$ cat config.mk
export PLATFORM = sky130hd
export DESIGN_NAME = dbank_arbiter
export DESIGN_NICKNAME = d
export VERILOG_FILES = /design/src/rtl/dbank_pkg.sv /design/src/rtl/dbank_ram.sv /design/src/rtl/dbank_pick.sv /design/src/rtl/dbank_arbiter.sv
export SDC_FILE = /design/constraint.sdc
export NUM_CORES = 2
export LEC_CHECK = 0
export BUFFER_PORTS_ARGS = -buffer_cell sky130_fd_sc_hd__buf_2
export CORE_UTILIZATION = 40
export DETAILED_ROUTE_END_ITERATION = 10
export GPL_ROUTABILITY_DRIVEN = 0
export PLACE_DENSITY = 0.54
export SLEW_MARGIN = 20
export SYNTH_ARGS = -nofsm -noshare
export SYNTH_HDL_FRONTEND = slang
export SYNTH_SLANG_ARGS = --single-unit
$ cat constraint.sdc
create_clock -name clk -period 5.7 [get_ports clk]
set_input_delay 0.57 -clock clk [delete_from_list [all_inputs] [get_ports clk]]
set_output_delay 0.57 -clock clk [all_outputs]
set_load 0.02 [all_outputs]
$ cat src/rtl/dbank_pkg.sv
package dbank_pkg;
    localparam int unsigned DBANK_PORTS = 2;

    // Identity of a request port, also used to remember a collision winner
    typedef enum logic {
        PORT_A = 1'b0,
        PORT_B = 1'b1
    } port_e;
endpackage

$ cat src/rtl/dbank_ram.sv
module dbank_ram #(
    parameter int ROW_W  = 4,
    parameter int DATA_W = 32
) (
    input  logic              clk,
    input  logic              en,
    input  logic              we,
    input  logic [ROW_W-1:0]  row,
    input  logic [DATA_W-1:0] wdata,
    output logic [DATA_W-1:0] rdata
);
    localparam int DEPTH = 2 ** ROW_W;

    logic [DATA_W-1:0] mem [DEPTH];

    // Single port, write-first, one cycle latency
    always_ff @(posedge clk) begin
        if (en) begin
            if (we) begin
                mem[row] <= wdata;
                rdata    <= wdata;
            end else begin
                rdata    <= mem[row];
            end
        end
    end
endmodule

$ cat src/rtl/dbank_pick.sv
module dbank_pick
    import dbank_pkg::*;
#(
    parameter int BSEL_W = 2
) (
    input  logic [1:0]             cand_v,
    input  logic [1:0][BSEL_W-1:0] cand_bank,
    input  port_e                  last_win,
    output logic [1:0]             grant,
    output logic                   conflict,
    output port_e                  winner
);
    always_comb begin
        conflict = (&cand_v) && (cand_bank[0] == cand_bank[1]);
        winner   = (last_win == PORT_A) ? PORT_B : PORT_A;
        if (conflict) begin
            grant = (winner == PORT_A) ? 2'b01 : 2'b10;
        end else begin
            grant = cand_v;
        end
    end
endmodule

$ cat src/rtl/dbank_arbiter.sv
module dbank_arbiter
    import dbank_pkg::*;
#(
    parameter int ADDR_W     = 12,
    parameter int DATA_W     = 32,
    parameter int TAG_W      = 4,
    parameter int NBANK      = 4,
    parameter int LINE_BYTES = 64
) (
    input  logic                   clk,
    input  logic                   rst_n,
    input  logic [1:0]             req_valid_i,
    output logic [1:0]             req_ready_o,
    input  logic [1:0]             req_we_i,
    input  logic [1:0][ADDR_W-1:0] req_addr_i,
    input  logic [1:0][DATA_W-1:0] req_wdata_i,
    input  logic [1:0][TAG_W-1:0]  req_tag_i,
    output logic [NBANK-1:0]       bank_en_o,
    output logic [NBANK-1:0]       bank_we_o,
    output logic [1:0]             rsp_valid_o,
    output logic [1:0][TAG_W-1:0]  rsp_tag_o,
    output logic [1:0][DATA_W-1:0] rsp_data_o
);
    localparam int OFS_W  = $clog2(LINE_BYTES);
    localparam int BSEL_W = $clog2(NBANK);
    localparam int ROW_W  = ADDR_W - OFS_W - BSEL_W;

    typedef struct packed {
        logic [ADDR_W-1:0] addr;
        logic              we;
        logic [DATA_W-1:0] wdata;
        logic [TAG_W-1:0]  tag;
    } req_t;

    typedef struct packed {
        logic                   hold_v;
        logic                   hold_port;
        req_t                   hold;
        port_e                  last_win;
        logic [1:0]             rsp_v;
        logic [1:0][TAG_W-1:0]  rsp_tag;
        logic [1:0][BSEL_W-1:0] rsp_bank;
    } state_t;

    state_t st_d, st_q;

    req_t [1:0]             cand_w;
    logic [1:0]             cand_v_w;
    logic [1:0][BSEL_W-1:0] cand_bank_w;
    logic [1:0]             grant_w;
    logic                   conflict_w;
    port_e                  winner_w;
    logic                   lose_idx_w;

    logic [NBANK-1:0][ROW_W-1:0]  bk_row;
    logic [NBANK-1:0][DATA_W-1:0] bk_wdata;
    logic [NBANK-1:0][DATA_W-1:0] bank_rdata;

    // Line offset bits do not take part in steering
    logic unused_ofs;
    assign unused_ofs = ^{req_addr_i[0][OFS_W-1:0], req_addr_i[1][OFS_W-1:0]};

    // Candidates: the held request alone, or the two incoming ones
    always_comb begin
        req_ready_o = {2{~st_q.hold_v}};
        for (int p = 0; p < 2; p++) begin
            if (st_q.hold_v) begin
                cand_v_w[p] = (st_q.hold_port == p[0]);
                cand_w[p]   = st_q.hold;
            end else begin
                cand_v_w[p] = req_valid_i[p];
                cand_w[p]   = '{addr: req_addr_i[p], we: req_we_i[p],
                                wdata: req_wdata_i[p], tag: req_tag_i[p]};
            end
            cand_bank_w[p] = cand_w[p].addr[OFS_W +: BSEL_W];
        end
    end

    dbank_pick #(.BSEL_W(BSEL_W)) u_pick (
        .cand_v    (cand_v_w),
        .cand_bank (cand_bank_w),
        .last_win  (st_q.last_win),
        .grant     (grant_w),
        .conflict  (conflict_w),
        .winner    (winner_w)
    );

    assign lose_idx_w = (winner_w == PORT_A);

    // Bank command steering
    always_comb begin
        bank_en_o = '0;
        bank_we_o = '0;
        bk_row    = '0;
        bk_wdata  = '0;
        for (int b = 0; b < NBANK; b++) begin
            for (int p = 0; p < 2; p++) begin
                if (grant_w[p] && (cand_bank_w[p] == BSEL_W'(b))) begin
                    bank_en_o[b] = 1'b1;
                    bank_we_o[b] = cand_w[p].we;
                    bk_row[b]    = cand_w[p].addr[OFS_W+BSEL_W +: ROW_W];
                    bk_wdata[b]  = cand_w[p].wdata;
                end
            end
        end
    end

    for (genvar b = 0; b < NBANK; b++) begin : g_bank
        dbank_ram #(.ROW_W(ROW_W), .DATA_W(DATA_W)) u_ram (
            .clk   (clk),
            .en    (bank_en_o[b]),
            .we    (bank_we_o[b]),
            .row   (bk_row[b]),
            .wdata (bk_wdata[b]),
            .rdata (bank_rdata[b])
        );
    end

    // Next state
    always_comb begin
        st_d       = st_q;
        st_d.rsp_v = grant_w;
        for (int p = 0; p < 2; p++) begin
            if (grant_w[p]) begin
                st_d.rsp_tag[p]  = cand_w[p].tag;
                st_d.rsp_bank[p] = cand_bank_w[p];
            end
        end
        st_d.hold_v = conflict_w;
        if (conflict_w) begin
            st_d.hold_port = lose_idx_w;
            st_d.hold      = cand_w[lose_idx_w];
            st_d.last_win  = winner_w;
        end
    end

    always_ff @(posedge clk or negedge rst_n) begin
        if (!rst_n) begin
            st_q          <= '0;
            st_q.last_win <= PORT_B;
        end else begin
            st_q <= st_d;
        end
    end

    always_comb begin
        rsp_valid_o = st_q.rsp_v;
        rsp_tag_o   = st_q.rsp_tag;
        for (int p = 0; p < 2; p++) begin
            rsp_data_o[p] = bank_rdata[st_q.rsp_bank[p]];
        end
    end
endmodule

==> reports/results.ini <==
[cts]
cts_sinks = 2236
cts.path.max_buffers = 3
cts_setup_buffers = 0
cts_tree = yes
clk_pin_slew_ns = 0.07
clk_latency_ns = 0.93
cts-hold-fix-buffers = 28
ctsHtreeMaxLevel = 4
cts_buffers = 230
root_buffer = clkbuf_16
postCtsResizedCells = 0

[pwr]
total_leakage_power_uw = 0.03924
ir_drop_mv = 0.3128
power_density_nw_per_um2 = 339.7
p_total_uw = 38110

[global_routing]
antenna_found_initial = 61
grt_pass1_vias = 63720
grt_max_degree = 114
grt_overflow = 0
track_usage = 0.2792
grt_pass1_wl_mm = 485.3

[place]
place_ws_ns = 1.097
port_buffers = 173
place_inst = 10045
dp_hpwl_mm = 212.9

[min_path]
min-delay-path-class = in2reg
hp-start = req_wdata_i[3]

[finish]
fill_cells = 21023
finish.utilization = 0.4656
num-nets-final = 7223
syn_to_final_growth_pct = 15.57
final_cells = 10538
layout-drive-gt1-share = 0.1683

[flow_run]
maxCapViolCount = 0

[route]
drc_errors = 0
drtIter0Drc = 8591
drt.antenna.violating_nets = 0
vias = 66465
drt_wl_total_mm = 347.8
drt_first_pass_iters = 6
wl_per_cell_um = 33.00
avgViaCountPerCell = 6.307

[worst_setup_path]
start_kind = register
r2r_start = st_q[65]
critPathArrivalTime_ns = 4.65
cpMaxStageDelayCell = and3_1
cp_cell_sequence = nor4bb_1 -> and3_1 -> nor3_4 -> buf_4 -> nor2_4 -> a311o_2 -> inv_1 -> buf_2
cp_max_fo = 42
critPathKind = reg2out
cp-end-kind = output pin
crit_buf_inv = 3
worstPathRequired_ns = 5.13
critPathMaxStageDelay_ns = 0.84
startpoint = st_q[65]
path_delay_family = simple AND/OR/NAND/NOR gates

[timing]
fin_ws_ns = 0.4781
fmax_mhz = 191.5
fin_crit_ns = 5.222
relSlewSlack = 0.2229
final.setup.tns_ns = 0
rsz0062_at_grt = no
fin_worst_skew_ns = 0.05566
fin_crit_sh = 0.9161
setup_viol = 0
tightest_slew_ns = 1.166
drv_slew = 0
hold_viol = 0

[synthesis]
synthArstFlopShare = 0.02683
synth_edf_count = 2176
synth_top_area_frac = 0.6731
ys_seq_area_frac = 0.6886
synth.largest_area_cell = edfxtp_1
synth_ff_type = edfxtp_1
ys_seq_elements = 2236
yosys-top-cells-area = edfxtp_1 (67%), mux2i_1 (5.6%), nand2_1 (3.8%)
synth.distinct_cells = 78
post_synth.cell_area_avg_um2 = 14.11
syn_inst = 6880
syn_nets = 6982
yosysWarnings = 0
synth_area_um2 = 97080

[floorplan]
top_level_ports = 186
die_area_um2 = 244700
coreArea_um2 = 241000
die_width_um = 494.6
die_height_um = 494.6
start_util = 0.4029
row_count = 180

[run_status]
status = complete, no violations

cell families (layout without fill, tap and decap cells):
logic type	count (synthesis)	after routing	synth area share
xor+xnor	2	2	0.0003351
mux	702	702	0.08514
compound gates	1816	1816	0.1326
buf+inv	612	1039	0.02685
flops	2236	2236	0.6886
other cells	0	46	0
simple gates	1512	1512	0.06647
cell usage after synthesis, types with 27 or more instances:
library cell,n
nor4_1,49
a31oi_1,139
a22oi_1,344
a311oi_1,58
a222oi_1,98
a221oi_1,36
buf_2,98
mux2_2,37
o21ai_0,198
nand3_1,186
dfrtp_1,59
o211ai_1,40
a32oi_1,32
edfxtp_1,2176
buf_1,53
o2bb2ai_1,64
o22a_1,35
o32a_1,32
mux2_1,33
nor2_1,167
a21oi_1,202
o22ai_1,300
nand2_1,981
mux4_2,92
mux2i_1,540
a211oi_1,148
a221o_1,27
clkbuf_1,402
buf_4,41
worst paths after layout:
path	cells after the start	slack [ns]	endpoint
hold / removal	3	0.04	st_q[22]
setup / recovery	8	0.48	bank_we_o[0]
setup reg to reg	8	0.92	g_bank[1].u_ram.rdata[25]
max in group asynchronous	3	4.60	st_q[65]
min in group asynchronous	3	0.43	rsp_valid_o[1]
hold reg to reg	2	0.48	rsp_tag_o[3]
metal layers:
layer / track usage / share of wire / vias to the layer above
li1: - / - / 28086
met1: 0.3692 / 0.39 / 34193
met2: 0.4396 / 0.47 / 3469
met3: 0.05135 / 0.088 / 691
met4: 0.1433 / 0.052 / 26
met5: 0 / 0.0012 / -
through the flow:
step | hold WS [ns] | instance area (um^2)
2_1_floorplan | 0.2744 | 97130
3_3_place_gp | 0.4124 | 104400
3_5_place_dp | 0.4140 | 104500
4_1_cts | 0.0004494 | 112000
5_1_grt | 0.02859 | 112200
6_report | 0.03891 | 112200
cell type report:
class	instances	area (um^2)	area share
clock inverters	137	1314	0.01171
clock buffers	281	5947	0.05301
diodes	46	115.1	0.001026
well taps	3185	3985	0.03552
repair buffers	607	4942	0.04405
multi-input cells	4032	28970	0.2582
flip-flops and latches	2236	66860	0.5959
inverters	14	57.56	0.0005130
worst reg2reg max path, cell delays in order, from the launching register on:
cell      delay [ns]
dfrtp_4         0.71
nor4bb_1        0.43
and3_1          0.84
o22a_4          0.81
buf_12          0.43
mux2_1          0.47
a222oi_1        0.35
o22ai_1         0.14
o22a_1          0.29
layout by cell type, fill, tap and decap left out, drive strengths merged, types with 148 or more instances in the layout:
master and instances:
clkbuf 281, a21oi 203, a22oi 344, nand2 981, nand3 186, a211oi 148
buf 579, nor2 172, o21ai 204, edfxtp 2176, o22ai 300, mux2i 540
sequential cells by signal (all words and copies together), names as in the netlist:
register	cells
rsp_tag_o	8
rsp_valid_o	2
g_bank.u_ram.mem	2048
g_bank.u_ram.rdata	128
st_q	50
power breakdown:
| group | switching, uW | total, uW | internal, uW |
|---|---|---|---|
| combinational | 3040 | 4520 | 1480 |
| clock | 6550 | 14600 | 8100 |
| sequential | 443 | 18900 | 18500 |
| total | 10000 | 38100 | 28100 |
(Power assumes the default switching activity.)
